## config.mk

```make
export PLATFORM = sky130hd
export DESIGN_NAME = uart_rx_os
export DESIGN_NICKNAME = d
export VERILOG_FILES = /design/src/rtl/uart_rx_pkg.sv /design/src/rtl/rx_os_timer.sv /design/src/rtl/rx_fifo.sv /design/src/rtl/uart_rx_os.sv
export SDC_FILE = /design/constraint.sdc
export NUM_CORES = 1
export LEC_CHECK = 0
export BUFFER_PORTS_ARGS = -buffer_cell sky130_fd_sc_hd__clkbuf_2
export CAP_MARGIN = 0
export CORE_MARGIN = 4
export CORE_UTILIZATION = 30
export CTS_BUF_LIST = sky130_fd_sc_hd__clkbuf_8
export CTS_CLUSTER_SIZE = 12
export DETAILED_ROUTE_END_ITERATION = 6
export HOLD_SLACK_MARGIN = 0.02
export SLEW_MARGIN = 20
export SYNTH_ARGS = -nofsm -noshare
export SYNTH_HDL_FRONTEND = slang
export SYNTH_HIERARCHICAL = 1
export SYNTH_SLANG_ARGS = --single-unit
```

## constraint.sdc

```tcl
create_clock -name clk -period 7.9 [get_ports clk]
set_input_delay 0.395 -clock clk [delete_from_list [all_inputs] [get_ports clk]]
set_output_delay 0.395 -clock clk [all_outputs]
set_load 0.02 [all_outputs]
```

## src/rtl/uart_rx_pkg.sv

```systemverilog
`timescale 1ns/1ps
// Package: shared types and helpers for the oversampling receiver.
// Assumes nothing beyond IEEE 1800-2017.
package uart_rx_pkg;

    // Frame sequencer state
    typedef enum logic {
        RX_IDLE = 1'b0,
        RX_BUSY = 1'b1
    } rx_state_e;

    // Two-of-three majority
    function automatic logic vote3(input logic a, input logic b, input logic c);
        return (a & b) | (a & c) | (b & c);
    endfunction

endpackage

```

## src/rtl/rx_os_timer.sv

```systemverilog
`timescale 1ns/1ps
// Module: rx_os_timer
// Counts sample ticks within one bit period and captures the three
// middle samples. It reports the majority value on the tick of the
// third sample. Assumes restart is pulsed on the start-detect tick
// and that `fast` is stable for a whole frame.
module rx_os_timer
    import uart_rx_pkg::*;
#(
    parameter int OS_NORM = 16,
    parameter int OS_FAST = 8
) (
    input  logic clk,
    input  logic rst_n,
    input  logic clr,
    input  logic restart,
    input  logic active,
    input  logic tick,
    input  logic fast,
    input  logic rx,
    output logic bit_done,
    output logic bit_val
);
    localparam int CW = $clog2(OS_NORM + 1);

    logic [CW-1:0] cnt;
    logic [CW-1:0] os_max;
    logic [CW-1:0] mid;
    logic [CW-1:0] nxt;
    logic [1:0]    smp;

    // Slot arithmetic for the current oversampling mode
    always_comb begin
        os_max = fast ? CW'(OS_FAST) : CW'(OS_NORM);
        mid    = os_max >> 1;
        nxt    = (cnt >= os_max) ? CW'(1) : cnt + CW'(1);
    end

    assign bit_done = active && tick && (nxt == mid + CW'(2));
    assign bit_val  = vote3(smp[0], smp[1], rx);

    // Slot counter and capture of the first two middle samples
    always_ff @(posedge clk) begin
        if (!rst_n || clr) begin
            cnt <= '0;
            smp <= '0;
        end else if (restart) begin
            cnt <= CW'(1);
        end else if (active && tick) begin
            cnt <= nxt;
            if (nxt == mid)          smp[0] <= rx;
            if (nxt == mid + CW'(1)) smp[1] <= rx;
        end
    end


    slot_hold_chk: assert property (@(posedge clk) disable iff (!rst_n)
        (!tick && !restart && !clr) |=> $stable(cnt));


    slot_range_chk: assert property (@(posedge clk) disable iff (!rst_n)
        cnt <= CW'(OS_NORM));

endmodule

```

## src/rtl/rx_fifo.sv

```systemverilog
`timescale 1ns/1ps
// Module: rx_fifo
// Small synchronous queue with a combinational head. A push while full
// is accepted only if a pop happens in the same cycle. Assumes clr
// has priority over every other request.
module rx_fifo #(
    parameter int W     = 10,
    parameter int DEPTH = 2
) (
    input  logic         clk,
    input  logic         rst_n,
    input  logic         clr,
    input  logic         push,
    input  logic [W-1:0] din,
    input  logic         pop,
    output logic [W-1:0] head,
    output logic         empty,
    output logic         full
);
    localparam int AW   = (DEPTH > 1) ? $clog2(DEPTH) : 1;
    localparam int CNTW = $clog2(DEPTH + 1);

    logic [W-1:0]    mem [DEPTH];
    logic [AW-1:0]   wp, rp;
    logic [CNTW-1:0] cnt;
    logic            do_push, do_pop;

    assign empty   = (cnt == '0);
    assign full    = (cnt == CNTW'(DEPTH));
    assign do_pop  = pop && !empty;
    assign do_push = push && (!full || do_pop);
    assign head    = mem[rp];

    function automatic logic [AW-1:0] step(input logic [AW-1:0] p);
        return (p == AW'(DEPTH - 1)) ? '0 : p + AW'(1);
    endfunction

    // Storage write
    always_ff @(posedge clk) begin
        if (do_push) mem[wp] <= din;
    end

    // Pointer and occupancy update
    always_ff @(posedge clk) begin
        if (!rst_n || clr) begin
            wp  <= '0;
            rp  <= '0;
            cnt <= '0;
        end else begin
            if (do_push) wp <= step(wp);
            if (do_pop)  rp <= step(rp);
            case ({do_push, do_pop})
                2'b10:   cnt <= cnt + CNTW'(1);
                2'b01:   cnt <= cnt - CNTW'(1);
                default: cnt <= cnt;
            endcase
        end
    end


    fifo_bound_chk: assert property (@(posedge clk) disable iff (!rst_n)
        cnt <= CNTW'(DEPTH));


    fifo_keep_chk: assert property (@(posedge clk) disable iff (!rst_n)
        (full && !pop && !clr) |=> full);

endmodule

```

## src/rtl/uart_rx_os.sv

```systemverilog
`timescale 1ns/1ps
// Module: uart_rx_os
// Serial receiver top. It detects the start level, sequences the start,
// data, parity and stop bits, checks parity, and queues each byte with
// its error flags. Assumes rx_line is already synchronous to clk and
// that mode inputs are stable while a frame is in flight (they are
// captured at start detection).
module uart_rx_os
    import uart_rx_pkg::*;
#(
    parameter int DATA_W     = 8,
    parameter int OS_NORM    = 16,
    parameter int OS_FAST    = 8,
    parameter int FIFO_DEPTH = 2
) (
    input  logic              clk,
    input  logic              rst_n,
    input  logic              rx_line,
    input  logic              tick,
    input  logic              fast_mode,
    input  logic              rx_en,
    input  logic              par_en,
    input  logic              par_odd,
    input  logic              rd_stb,
    output logic [DATA_W-1:0] dout,
    output logic              avail,
    output logic              par_err,
    output logic              frm_err,
    output logic              overrun
);
    localparam int IW = $clog2(DATA_W + 3);
    localparam int EW = DATA_W + 2;

    rx_state_e         st;
    logic [IW-1:0]     idx;
    logic [DATA_W-1:0] shreg;
    logic              pbit, fast_l, pen_l, podd_l;
    logic              start_det, bit_done, bit_val, is_stop, push;
    logic              q_empty, q_full, drop;
    logic [EW-1:0]     entry, q_head;

    assign start_det = rx_en && (st == RX_IDLE) && tick && !rx_line;
    assign is_stop   = ((idx == IW'(DATA_W + 1)) && !pen_l) || (idx == IW'(DATA_W + 2));
    assign push      = (st == RX_BUSY) && bit_done && is_stop;
    assign entry     = {shreg, pen_l & (^shreg ^ pbit ^ podd_l), ~bit_val};
    assign drop      = push && q_full && !rd_stb;

    rx_os_timer #(.OS_NORM(OS_NORM), .OS_FAST(OS_FAST)) u_timer (
        .clk      (clk),
        .rst_n    (rst_n),
        .clr      (!rx_en),
        .restart  (start_det),
        .active   (st == RX_BUSY),
        .tick     (tick),
        .fast     (fast_l),
        .rx       (rx_line),
        .bit_done (bit_done),
        .bit_val  (bit_val)
    );

    rx_fifo #(.W(EW), .DEPTH(FIFO_DEPTH)) u_fifo (
        .clk   (clk),
        .rst_n (rst_n),
        .clr   (!rx_en),
        .push  (push),
        .din   (entry),
        .pop   (rd_stb),
        .head  (q_head),
        .empty (q_empty),
        .full  (q_full)
    );

    // Frame sequencer: start check, data shift, parity capture, stop
    always_ff @(posedge clk) begin
        if (!rst_n || !rx_en) begin
            st     <= RX_IDLE;
            idx    <= '0;
            shreg  <= '0;
            pbit   <= 1'b0;
            fast_l <= 1'b0;
            pen_l  <= 1'b0;
            podd_l <= 1'b0;
        end else if (start_det) begin
            st     <= RX_BUSY;
            idx    <= '0;
            fast_l <= fast_mode;
            pen_l  <= par_en;
            podd_l <= par_odd;
        end else if (st == RX_BUSY && bit_done) begin
            if (idx == '0) begin
                if (bit_val) st <= RX_IDLE;
                else         idx <= IW'(1);
            end else if (idx <= IW'(DATA_W)) begin
                shreg <= {bit_val, shreg[DATA_W-1:1]};
                idx   <= idx + IW'(1);
            end else if (is_stop) begin
                st <= RX_IDLE;
            end else begin
                pbit <= bit_val;
                idx  <= idx + IW'(1);
            end
        end
    end

    // Sticky dropped-frame flag
    always_ff @(posedge clk) begin
        if (!rst_n || !rx_en) overrun <= 1'b0;
        else if (rd_stb)      overrun <= 1'b0;
        else if (drop)        overrun <= 1'b1;
    end

    // Head presentation, zero when the queue is empty
    always_comb begin
        avail   = !q_empty;
        dout    = avail ? q_head[EW-1:2] : '0;
        par_err = avail & q_head[1];
        frm_err = avail & q_head[0];
    end


    avail_on_tick_chk: assert property (@(posedge clk) disable iff (!rst_n)
        $rose(avail) |-> $past(tick));


    ovr_when_full_chk: assert property (@(posedge clk) disable iff (!rst_n)
        $rose(overrun) |-> $past(avail));


    disable_flush_chk: assert property (@(posedge clk) disable iff (!rst_n)
        !rx_en |=> (!avail && !overrun));

endmodule

```

==> results by stage <==
Floorplanning:
- The die area is about 10000 um^2.
- The die width is around 100 um.
- 21 I/O pins were placed.
- The die outline height is between 100 and 150 um.
- Row generation in the floorplan step produced 33 rows.
- The total core area is roughly 8300 um^2.
- The initial utilization of the core area, before any placement, comes to a little under a third.

Yosys:
- Multiplexer cells account for between 10 and 15% of the synthesized area.
- By count the netlist is led by dfxtp_1, nor2_1, edfxtp_1.
- Counting flops and latches in the post-synthesis netlist gives 50.
- The cell area that synthesis handed to floorplanning was roughly 2600 um^2.
- The synthesized netlist devotes roughly 6.4% of its cell area to compound gates.
- After synthesis, the largest family of logic cells by area is simple AND/OR/NAND/NOR gates.
- Summing the areas of all and, or, nand and nor instances in the mapped netlist gives 22.22% of the synthesized area.
- For this run, the leading register cell type out of synthesis is dfxtp_1.
- Of all cell types, the one taking the most synthesized area is dfxtp_1.
- Sequential cells were found to cover a little under half of the synthesized design area.
- The most frequently used cell type in the post-synthesis netlist is dfxtp_1.
- The number of warnings issued by yosys is 6.
- The number of instances in the synthesized netlist is 245.
- The portion of synthesized cell area occupied by the leading cell type is between 20% and 30%.
- The synthesized netlist net count is approximately 260.
- Each instance of the synthesized netlist takes up on average approximately 10 um^2.
- After Yosys synthesis, XOR and XNOR cells account for around 5.5% of the synthesized area.
- The synthesized netlist devotes between 4 and 5% of its cell area to adder and majority cells.
- Ranked by total cell area, the synthesized netlist is headed by dfxtp_1, edfxtp_1, mux2i_1.
- Counting flops with a built-in enable in the synthesized netlist gives 20.
- The share of flip-flops with an asynchronous set or reset is 0%.
- Yosys mapped the design onto 48 distinct sky130hd cell types.

Clock tree:
- The post-CTS resize count is 0.
- The number of sinks driven by the clock tree is 50.
- Clock-pin slew was measured on the worst setup and hold paths at 90 ps.
- Counting along the longest clock path gives a buffer depth of 2.
- The H-tree level count is 2.
- The number of buffers added to fix hold violations after cts is 0.
- The insertion delay to the later sink of the worst-skew pair is roughly 300 ps.
- The number of clock buffers inserted by TritonCTS is 5.
- The root buffer cell chosen for the clock tree is clkbuf_8.
- The post-CTS repair timing setup buffer count is 0.
- TritonCTS built the clock tree.

STA:
- The maximum frequency from static timing analysis is between 300 and 400 MHz.
- The total of endpoints with negative setup slack in the final report is 0.
- Final hold analysis gives a worst-case slack of 317.0 ps.
- The clock period could shrink to between 3000 and 4000 ps.
- Setup repair after global routing left no endpoint under its margin.
- The final cycle utilization of the critical path is 40.18%.
- At the pin with the least slew margin, the transition time is around 800 ps.
- Clock skew on the completed layout was measured at about 8.1 ps.
- The worst max-slew margin expressed relative to the limit is roughly 47%.
- The total count of hold-check failures in the final report is 0.
- The total count of max-transition violations in the final report is 0.
- In the final timing run, aggregate negative setup slack is 0 ps.

Setup path:
- The largest incremental delay on the critical path is about 630 ps.
- STA puts the critical path data required time at 7830 ps.
- The cell at the slowest stage of the critical path is nor2_1.
- Traced cell by cell, the critical path runs through ha_1, nor2b_1, mux2i_1, a211oi_1, and3_1, nand2_1, nor2b_1, o21ai_2, nor2_1.
- The endpoint kind of the worst setup timing path is a flip-flop.
- The biggest fanout along the worst timing path is 10.
- By instance count, the cell type seen most on the critical path is nor2b_1.
- Tracing the worst setup path back leads to its startpoint at u_timer/cnt[1].
- The worst setup path is of the reg2reg kind.
- In this run the critical register-to-register path is captured at u_fifo/mem[1][0].
- For the worst setup path, the data arrival time is 3110 ps.
- The startpoint of the most critical register-to-register path is u_timer/cnt[1].
- The worst setup path is launched from a flip-flop.
- The worst register-to-register path has a setup slack of about 4700 ps.
- Measured in cells, the most critical reg-to-reg path has a length of 9.

Min path:
- The worst hold path was traced through 3 stages.
- The startpoint identified for the worst hold timing path is par_en.
- The worst hold path terminates at pen_l.
- In this run the worst hold path is classified as in2reg.

Final layout:
- 0 antenna diodes ended up in the layout.
- The final net count is around 280.
- The layout overhead on the synthesized area is 12.68%.
- Of the cells placed in the final design, the portion with a size suffix greater than 1 is between 15 and 20%.
- The number of inserted filler cells in the final layout is ~860.

Global routing:
- For this run, global-route usage on met3 was measured as between 2 and 2.5%.
- The most utilized layer in the global route result is met2.
- The total congestion overflow after global routing is 0.
- The first-pass GRT wire length is about 7800 um.
- Entering global routing, the biggest net connects 17 pins.
- The number of antenna violations at the first check in global routing was 0.
- The via count of the first global-routing pass was 1636.
- For this run, global-route usage on met1 was measured as between 10% and 20%.
- Global routing used about 16% of the available met2 tracks.
- Global routing consumed, over all layers together, 9.700% of the routing resources.

Pwr:
- The peak supply drop is about 0.07 mV.
- The analysis attributes to cell leakage a power of approximately 1.1 nW.
- The power density normalized to cell area is 171.0 nW/um^2.

Flow run:
- The tool flagged a number of max-cap violations equal to 0.

Route:
- After detailed routing, the total wire length is 4552 um.
- The routed wirelength normalized by instance count is about 12 um.
- The via density per instance is between 4 and 5.
- The pre-antenna-repair detailed-routing pass consisted of 4 iterations.
- The total DRC errors in the routed layout is 0.
- Detailed routing inserted a total of about 1700 vias.
- In this run the remaining antenna-violating nets after routing total 0.
- In this run, the number of DRC markers left after iteration 0 of detailed routing was between 70 and 80.

Placement:
- Detailed placement finished with a half-perimeter wire length of between 3000 and 4000 um.
- The count of buffers added on input and output ports is 20.
- At the end of routability-driven placement, the weighted congestion stood at roughly 0.80.

Run status:
- The run finished with clean final reports.
## cell usage in the layout (no fill, tap or decap), drive strengths merged, types with 8 or more instances in the layout
cell type  Yosys  final
mux2          10     10
edfxtp        20     20
clkbuf         3     25
inv           12     12
nor2b         17     17
dfxtp         30     30
nand2         11     11
nor2          27     27
ha             8      8
mux2i         17     17
xnor2         13     13
a21oi         11     11
nor3           9      9
nand2b         8      8
## state kept, by name (all words and copies together), names as in the netlist, named ones only
signal / count
fast_l: 1
shreg: 8
u_fifo/cnt: 2
podd_l: 1
u_fifo/mem: 20
u_fifo/wp: 1
u_timer/smp: 2
pen_l: 1
u_timer/cnt: 5
idx: 4
overrun: 1
pbit: 1
st: 1
u_fifo/rp: 1
## logic make-up (layout without fill, tap and decap cells)
family	after synthesis	count (layout)
XOR/XNOR	16	16
adder cells (fa/ha/maj)	9	9
buffers and inverters	20	40
AND/OR/NAND/NOR	97	97
flip-flops	50	50
AO/OA/AOI/OAI	26	26
multiplexers	27	27
## per-layer routing
metal,part of all wire (%),wire [um]
met3,5.4,245
met1,46,2076
met5,0,0
met2,46,2103
met4,2.8,127
## layout make-up
class / instances / area [um^2] / share of cell area, %
timing repair buffer: 20 / 100.1 / 3.475
clock inverter: 3 / 68.82 / 2.389
inverter: 12 / 45.04 / 1.564
multi-input combinational: 175 / 1265 / 43.92
clock buffer: 5 / 68.82 / 2.389
sequential: 50 / 1201 / 41.70
tap: 105 / 131.4 / 4.561
## worst max path at each step
stage                        to  slack [ps]  depth (start not counted)
2_1_floorplan  u_fifo/mem[0][0]        5160                         10
3_3_place_gp   u_fifo/mem[1][1]        4800                          9
3_5_place_dp   u_fifo/mem[1][1]        4700                          9
4_1_cts        u_fifo/mem[1][0]        4680                          9
5_1_grt        u_fifo/mem[1][0]        4370                          9
6_report       u_fifo/mem[1][0]        4730                          9
## stage by stage
step	std cells	utilization (%)	instance area, um^2	power (mW)	setup WS [ps]
after floorplan	245	-	2556	0.2804	5164
after global placement	362	33.21	2743	0.2858	4804
after detailed placement	362	33.21	2743	0.2859	4699
after CTS	370	34.88	2880	0.4985	4682
after global routing	370	34.88	2880	0.5103	4366
final	370	34.88	2880	0.4924	4726
## power by group
group          switching [mW]  internal (mW)  total, mW
clock                  0.0860          0.127      0.213
sequential           0.000603          0.266      0.267
combinational         0.00811        0.00467     0.0128
## critical path, delay by kind of cell, from the launching register on
kind	cells	cell delay, ps
flops	1	410
mux	1	70
simple gates	5	1550
compound gates	2	430
fa+ha+maj	1	330
(Power assumes the default switching activity.)
